$ cat src/rtl/synth_word_loader.sv
module synth_word_loader #(
  parameter int BASE_DIV = 32598,
  parameter int NUM_CH   = 46,
  parameter int REF_DIV  = 1700,
  parameter int LEAD_CYC = 10,
  parameter int HALF_CYC = 3,
  parameter int LE_CYC   = 2
) (
  input  logic       clk,
  input  logic       rst_n,
  input  logic       start,
  input  logic [5:0] chan_idx,
  input  logic       cfg_cp,
  input  logic       cfg_ldsel,
  input  logic       cfg_phase,
  input  logic       cfg_presc,
  output logic       ser_clk,
  output logic       ser_data,
  output logic       ser_le,
  output logic       done,
  output logic       err
);

  localparam int NW = $clog2(BASE_DIV + NUM_CH + 1);
  localparam int CW = $clog2(LEAD_CYC + HALF_CYC + LE_CYC + 1);
  localparam int WL = 19;

  typedef enum logic [2:0] {S_IDLE, S_LEAD, S_LOW, S_HIGH, S_TAIL, S_PULSE, S_DONE} st_t;

  st_t           st;
  logic [CW-1:0] cnt;
  logic [4:0]    bitn;
  logic          second;
  logic [WL-1:0] ref_w, prog_w;

  logic [NW-1:0] div_n;
  logic [10:0]   prog_cnt;
  logic [6:0]    swal_cnt;
  logic          idx_ok, can_take;

  assign div_n    = NW'(BASE_DIV - 1) + NW'(chan_idx);
  assign prog_cnt = 11'(div_n >> 6);
  assign swal_cnt = {1'b0, div_n[5:0]};
  assign idx_ok   = (chan_idx != 6'd0) && (chan_idx <= 6'(NUM_CH));
  assign can_take = (st == S_IDLE) || (st == S_DONE);

  assign ser_clk  = (st == S_HIGH);
  assign ser_le   = (st == S_PULSE);
  assign done     = (st == S_DONE);
  assign ser_data = (st == S_LEAD || st == S_LOW || st == S_HIGH) ?
                    (second ? prog_w[bitn] : ref_w[bitn]) : 1'b0;

  always_ff @(posedge clk or negedge rst_n) begin
    if (!rst_n) begin
      st     <= S_IDLE;
      cnt    <= '0;
      bitn   <= '0;
      second <= 1'b0;
      ref_w  <= '0;
      prog_w <= '0;
      err    <= 1'b0;
    end else begin
      case (st)
        S_IDLE, S_DONE: begin
          st <= S_IDLE;
          if (start) begin
            err <= !idx_ok;
            if (idx_ok) begin
              st     <= S_LEAD;
              cnt    <= CW'(LEAD_CYC - 1);
              bitn   <= 5'(WL - 1);
              second <= 1'b0;
              ref_w  <= {cfg_cp, cfg_ldsel, cfg_phase, cfg_presc, 14'(REF_DIV), 1'b1};
              prog_w <= {prog_cnt, swal_cnt, 1'b0};
            end
          end
        end
        S_LEAD: begin
          if (cnt == 0) begin st <= S_LOW; cnt <= CW'(HALF_CYC - 1); end
          else cnt <= cnt - 1'b1;
        end
        S_LOW: begin
          if (cnt == 0) begin st <= S_HIGH; cnt <= CW'(HALF_CYC - 1); end
          else cnt <= cnt - 1'b1;
        end
        S_HIGH: begin
          if (cnt == 0) begin
            if (bitn == 0) begin
              st  <= S_TAIL;
              cnt <= CW'(LEAD_CYC - 1);
            end else begin
              st   <= S_LOW;
              cnt  <= CW'(HALF_CYC - 1);
              bitn <= bitn - 1'b1;
            end
          end else cnt <= cnt - 1'b1;
        end
        S_TAIL: begin
          if (cnt == 0) begin st <= S_PULSE; cnt <= CW'(LE_CYC - 1); end
          else cnt <= cnt - 1'b1;
        end
        S_PULSE: begin
          if (cnt == 0) begin
            if (!second) begin
              second <= 1'b1;
              bitn   <= 5'(WL - 1);
              st     <= S_LEAD;
              cnt    <= CW'(LEAD_CYC - 1);
            end else st <= S_DONE;
          end else cnt <= cnt - 1'b1;
        end
        default: st <= S_IDLE;
      endcase
    end
  end

  // strobe never overlaps a clock high phase or follows one directly
  p_le_apart_r5: assert property (@(posedge clk) disable iff (!rst_n)
    ser_le |-> (!ser_clk && !$past(ser_clk)));

  // data already settled when the clock rises
  p_setup_r6: assert property (@(posedge clk) disable iff (!rst_n)
    $rose(ser_clk) |-> $stable(ser_data));

  // data held through the high phase
  p_hold_r6: assert property (@(posedge clk) disable iff (!rst_n)
    (ser_clk && $past(ser_clk)) |-> $stable(ser_data));

  // done lasts one cycle
  p_done_single_r7: assert property (@(posedge clk) disable iff (!rst_n)
    done |=> !done);

  // bad channel flags an error and starts nothing
  p_bad_idx_r9: assert property (@(posedge clk) disable iff (!rst_n)
    (start && can_take && !idx_ok) |=> (err && !ser_clk && !ser_le && !ser_data));

endmodule

$ cat config.mk
export PLATFORM = sky130hd
export DESIGN_NAME = synth_word_loader
export DESIGN_NICKNAME = d
export VERILOG_FILES = /design/src/rtl/synth_word_loader.sv
export SDC_FILE = /design/constraint.sdc
export NUM_CORES = 1
export LEC_CHECK = 0
export ABC_AREA = 1
export CORE_UTILIZATION = 40
export DETAILED_ROUTE_END_ITERATION = 8
export DONT_BUFFER_PORTS = 1
export PLACE_DENSITY_LB_ADDON = 0.12
export SLEW_MARGIN = 0
export SYNTH_ARGS = -nofsm -noshare
export SYNTH_HDL_FRONTEND = slang
export SYNTH_SLANG_ARGS = --single-unit
$ cat constraint.sdc
create_clock -name clk -period 2.86 [get_ports clk]
set_clock_uncertainty 0.05 [all_clocks]
set_input_delay 0.429 -clock clk [delete_from_list [all_inputs] [get_ports clk]]
set_output_delay 0.429 -clock clk [all_outputs]
set_load 0.005 [all_outputs]
After elaboration in Yosys (flattened, before gate mapping)
Cells that the tools add are included.
{"block": "word_totals", "wordCells": 83, "in_bits": 13, "out_inout_bits": 5, "reg_bits": 39}
{"block": "classes", "add_sub_neg": 3, "mux": 36, "eq_ne": 16, "n_reduce_logical": 19, "magnitude_cmp": 2}
{"op": "two-way mux 4 bit", "count": 8}
{"op": "two-way mux 5 bit", "count": 6}
{"op": "two-way mux 3 bit", "count": 7}
{"op": "case mux 4 bit (5 select lines)", "count": 1}
{"op": "case mux 3 bit (6 select lines)", "count": 1}
{"op": "case mux 5 bit (3 select lines)", "count": 1}
{"op": "adder 9 x 7 -> 10 bit (first input constant)", "count": 1}
{"op": "binary-select mux 1 bit (select 5 bit)", "count": 2}
{"op": "inequality test 2 bit (second input constant)", "count": 5}
{"op": "equality test 3 bit (second input constant)", "count": 3}
{"op": "two-way mux 1 bit", "count": 9}
{"op": "inequality test 2 x 1 -> 1 bit (second input constant)", "count": 4}
{"op": "AND reduction 4 bit", "count": 2}
{"op": "AND reduction 7 bit", "count": 1}
{"op": "equality test 3 x 2 -> 1 bit (second input constant)", "count": 2}
{"op": "less-or-equal comparator 6 bit (second input constant)", "count": 1}
{"op": "< comparator 5 x 6 -> 1 bit (second input constant)", "count": 1}
{"op": "nonzero test 6 bit", "count": 1}
{"op": "zero test 5 bit", "count": 1}
{"op": "AND reduction 5 bit", "count": 1}
{"op": "nonzero test 5 bit", "count": 1}
{"op": "subtractor 5 x 1 -> 5 bit (second input constant)", "count": 1}
{"op": "zero test 4 bit", "count": 1}
{"op": "OR reduction 2 bit", "count": 2}
{"op": "12 further kinds", "count": 13}

Depth between registers and ports, before layout
{"block": "depth", "word_depth": 5, "depth_mapped": 12, "mapped_depth_nobuf": 12}

Worst setup path before layout
Ideal clock, no wire load.
{"block": "synth_path", "kind": "reg2reg", "startpoint": "reg bitn[0]", "endpoint": "reg bitn[1]", "t_arrival_ps": 1534, "path_buffers": 1, "path_stages_with_launch": 10, "t_required_ps": 2693, "period_less_slack_ps": 1701, "path_slack_ps": 1159, "setup_ps": 117, "path_cell_list": "dfrtp_1 -> buf_2 -> clkinv_1 -> ha_1 -> nand3_1 -> nor2_1 -> a21oi_2 -> nand3_4 -> nand2_1 -> nand2_1"}
{"block": "synth_between", "elab_chain_len": 4, "elab_cells_between_ends": 7, "classes_between": "add/sub (1); eq/ne (1); mux (3); reduce/logical (2)"}
{"item": "from (decl)", "line": "32", "rtl": "logic [4:0] bitn;"}
{"item": "from (signal assigned)", "line": "71", "rtl": "bitn <= 5'(WL - 1);"}
{"item": "from (signal assigned)", "line": "94", "rtl": "bitn <= bitn - 1'b1;"}
{"item": "from (signal assigned)", "line": "106", "rtl": "bitn <= 5'(WL - 1);"}
{"item": "subtractor 5 x 1 -> 5 bit", "line": "94"}
{"item": "two-way mux 5 bit", "line": "88", "rtl": "if (bitn == 0) begin"}
{"item": "two-way mux 5 bit", "line": "87", "rtl": "if (cnt == 0) begin"}
{"item": "case mux 5 bit (3 select lines)", "line": "63", "rtl": "case (st)"}
Several ways; a longest one is shown, not always the timed one. The select of a mux whose other input is x is not followed.
A chain may end at the register's enable or synchronous reset.

Worst setup path after layout
{"block": "layout_path", "startpoint": "reg bitn[0]", "endpoint": "out ser_data"}
{"block": "layout_between", "elab_chain_len": 4, "elab_cells_between_ends": 6, "classes_between": "mux (6)"}
{"item": "binary-select mux 1 bit (select 5 bit)", "line": "51", "rtl": "(second ? prog_w[bitn] : ref_w[bitn]) : 1'b0;"}
{"item": "two-way mux 1 bit (not written as such)", "line": "51"}
{"item": "two-way mux 1 bit *", "line": "51"}
{"item": "two-way mux 1 bit *", "line": "50", "rtl": "assign ser_data = (st == S_LEAD || st == S_LOW || st == S_HIGH) ?"}
{"item": "to (decl)", "line": "18", "rtl": "output logic ser_data,"}
Every way passes the cells marked *; elsewhere a longest branch is shown, timed or not. The select of a mux whose other input is x is not followed.

==> impl_metrics.env <==
export IMPL_clockPowerShare_pct=10.1
export IMPL_layout_worst_path_cycle_share_pct=77.35
export IMPL_synth_area_leaders="dfrtp_1 (36%), nand2_1 (17%), nand3_1 (6.6%)"
export IMPL_synth_top_area_share_pct=35.88
export IMPL_cts_made_buffers=3
export IMPL_slew_violations=0
export IMPL_grt_max_degree=28
export IMPL_synth_seq_cells=27
export IMPL_drtIter0Drc=126
export IMPL_hold_end="prog_w[1]"
export IMPL_synth_cells=267
export IMPL_cts_setup_buffers=0
export IMPL_design_area_um2=1998
export IMPL_grtUsageTotal_pct=18.17
export IMPL_critPathMostFrequentCell="nand3_1"
export IMPL_path_clk_slew_ns=0.09
export IMPL_io_buffers=0
export IMPL_rows=24
export IMPL_final_nets=290
export IMPL_syn_cell_area_um2=1883
export IMPL_ant_nets=0
export IMPL_syn_num_nets=287
export IMPL_r2r_end="bitn[1]"
export IMPL_intPower_mw=1.082
export IMPL_path_cells="clkinv_1 -> nand2_1 -> nand3_1 -> nand3_1 -> nand3_1 -> nand2_1 -> a21oi_1 -> nor2_1"
export IMPL_drc=0
export IMPL_ys_warn_count=0
export IMPL_gr_total_overflow=0
export IMPL_die_w_um=70.61
export IMPL_fin_cells=321
export IMPL_fp_dieArea_um2=4986
export IMPL_ctsResizeCount=0
export IMPL_cts_max_level=1
export IMPL_core_um2=4444
export IMPL_synth_avg_cell_area_um2=7.053
export IMPL_hpwl_mm=3.191
export IMPL_wirelength_mm=4.114
export IMPL_hold_viol=0
export IMPL_clockRootBuffer="clkbuf_8"
export IMPL_max_stage_delay_ns=0.53
export IMPL_dr_total_vias=1637
export IMPL_wire_per_inst_um=12.82
export IMPL_viasPerCell=5.100
export IMPL_rsz0062_at_grt="no"
export IMPL_hp_start="chan_idx[0]"
export IMPL_gp_congestion=0.8007
export IMPL_p_leak_nw=1.017
export IMPL_utilization_pct=44.96
export IMPL_finalSetupTns_ns=0
export IMPL_cp_end_kind="primary output"
export IMPL_most_common_layout_cells="nand2_1 (85), inv_1 (27), dfrtp_1 (27)"
export IMPL_mostFrequentLayoutCell="nand2_1"
export IMPL_clk_path_buf_depth=2
export IMPL_initial_core_util_pct=42.37
export IMPL_path_buf_inv=1
export IMPL_path_class="flop to primary output"
export IMPL_die_h_um=70.61
export IMPL_cp_top_family="simple AND/OR/NAND/NOR gates"
export IMPL_relSlewSlack_pct=78.68
export IMPL_worstPathMaxFanout=10
export IMPL_ir_worst_vdd_uv=388.9
export IMPL_switchingPower_mw=1.048
export IMPL_p_comb_share_pct=56.2
export IMPL_grt_first_pass_wirelength_mm=7.231
export IMPL_fin_ws_ns=0.6479
export IMPL_rrSetupSlack_ns=0.81
export IMPL_required_ns=2.38
export IMPL_seqPwrFrac_pct=33.7
export IMPL_min_path_cells=1
export IMPL_cts_tree="built"
export IMPL_finalSetupViolCount=0
export IMPL_rr_worst_depth=8
export IMPL_layout_drive_gt1_share_pct=10.78
export IMPL_synthDistinctLibCells=30
export IMPL_worst_slew_pin_slew_ns=0.3164
export IMPL_critPathLaunchType="flop"
export IMPL_n_fill_cell=464
export IMPL_post_place_cells=315
export IMPL_placed_area_um2=1922
export IMPL_antenna_cells=0
export IMPL_area_delta_synth_final_pct=6.113
export IMPL_yosys_area_top_type="dfrtp_1"
export IMPL_timing_rr_start="bitn[0]"
export IMPL_first_pass_iters=4
export IMPL_maxCapViolCount=0
export IMPL_crit_slowest_cell="dfrtp_1"
export IMPL_ioPinCount=18
export IMPL_first_global_vias=1560
export IMPL_status="finished, final reports clean"
export IMPL_crit_start="bitn[0]"
export IMPL_hp_class="primary input to flop"
export IMPL_power_density_nw_per_um2=1066
export IMPL_min_period_ns=2.212
export IMPL_cts_sinks=27
export IMPL_worst_ep_arrival_time_ns=1.73
export IMPL_hold_buffers=2
export IMPL_yosysSeqAreaShare_pct=35.88
export IMPL_dpl_worst_slack_ns=0.8257
export IMPL_sw_frac_of_total_pct=49.21
export IMPL_timing_fmax_ghz=0.4521
export IMPL_insertion_delay_ns=0.27
export IMPL_grt_antenna_before_repair=0
cell families after synthesis:
group	count (synthesis)	share of synthesized area (%)
and+or+nand+nor	157	39.20
buffers and inverters	37	7.973
AOI/OAI and AO/OA	35	10.43
DFF	27	35.88
adders and majority gates	7	4.651
xor gates and xnor gates	4	1.861
state kept, by name, summed over array words and instances (netlist names):
name    count
second      1
ref_w       4
st          3
bitn        5
prog_w      9
cnt         4
err         1
area by class of cell:
| cell class | count | area [µm²] | share of cell area (%) |
|---|---|---|---|
| repair buffers | 2 | 30.03 | 1.503 |
| clock inverters | 1 | 5.005 | 0.2505 |
| flip-flops and latches | 27 | 675.6 | 33.81 |
| inverters | 33 | 123.9 | 6.199 |
| clock buffers | 3 | 41.29 | 2.066 |
| multi-input cells | 203 | 1057 | 52.91 |
| well taps | 52 | 65.06 | 3.256 |
cells in the mapped netlist, drive strengths merged:
cell type	instances
a21oi	8
buf	4
clkinv	1
dfrtp	27
ha	7
inv	32
nand2	90
nand3	28
nand3b	1
nand4	10
nor2	23
nor3	2
o2111ai	1
o211ai	1
o21a	2
o21ai	22
o31ai	1
or2	3
xnor2	1
xor2	3
per-layer routing:
layer / routed length (µm) / vias up / track usage, %
li1: - / 873 / -
met1: 2188 / 737 / 25.86
met2: 1772 / 23 / 28.59
met3: 113 / 4 / 2.707
met4: 40 / 0 / 6.000
met5: 0 / - / 0
power groups by stage:
stage	Combinational, mW	Clock (mW)	Sequential (mW)
2_1_floorplan	1.01	0	0.662
3_3_place_gp	1.19	0	0.726
3_5_place_dp	1.20	0	0.725
4_1_cts	1.21	0.229	0.719
5_1_grt	1.39	0.246	0.743
6_report	1.20	0.216	0.718
worst reg2reg max path, delay by kind of cell, from the launching register on:
family | cells | cell delay, ns
adder cells (fa/ha/maj) | 1 | 0.29
AND/OR/NAND/NOR | 5 | 0.48
AO/OA/AOI/OAI | 1 | 0.27
buffers and inverters | 1 | 0.32
flip-flops | 1 | 0.53
worst max path at each step:
stage | depth (start not counted) | endpoint | slack, ns
after global routing | 9 | ser_data | 0.40
after global placement | 8 | bitn[3] | 0.89
after detailed placement | 8 | bitn[1] | 0.83
final | 8 | ser_data | 0.65
after floorplan | 9 | bitn[1] | 1.16
after CTS | 8 | ser_data | 0.61
stage by stage:
step / total power, mW / hold WS [ns]
final: 2.131 / 0.1946
after global routing: 2.383 / 0.1779
after CTS: 2.161 / 0.1862
after detailed placement: 1.921 / 0.08418
after global placement: 1.921 / 0.08408
after floorplan: 1.675 / 0.08341
(Power assumes the default switching activity.)
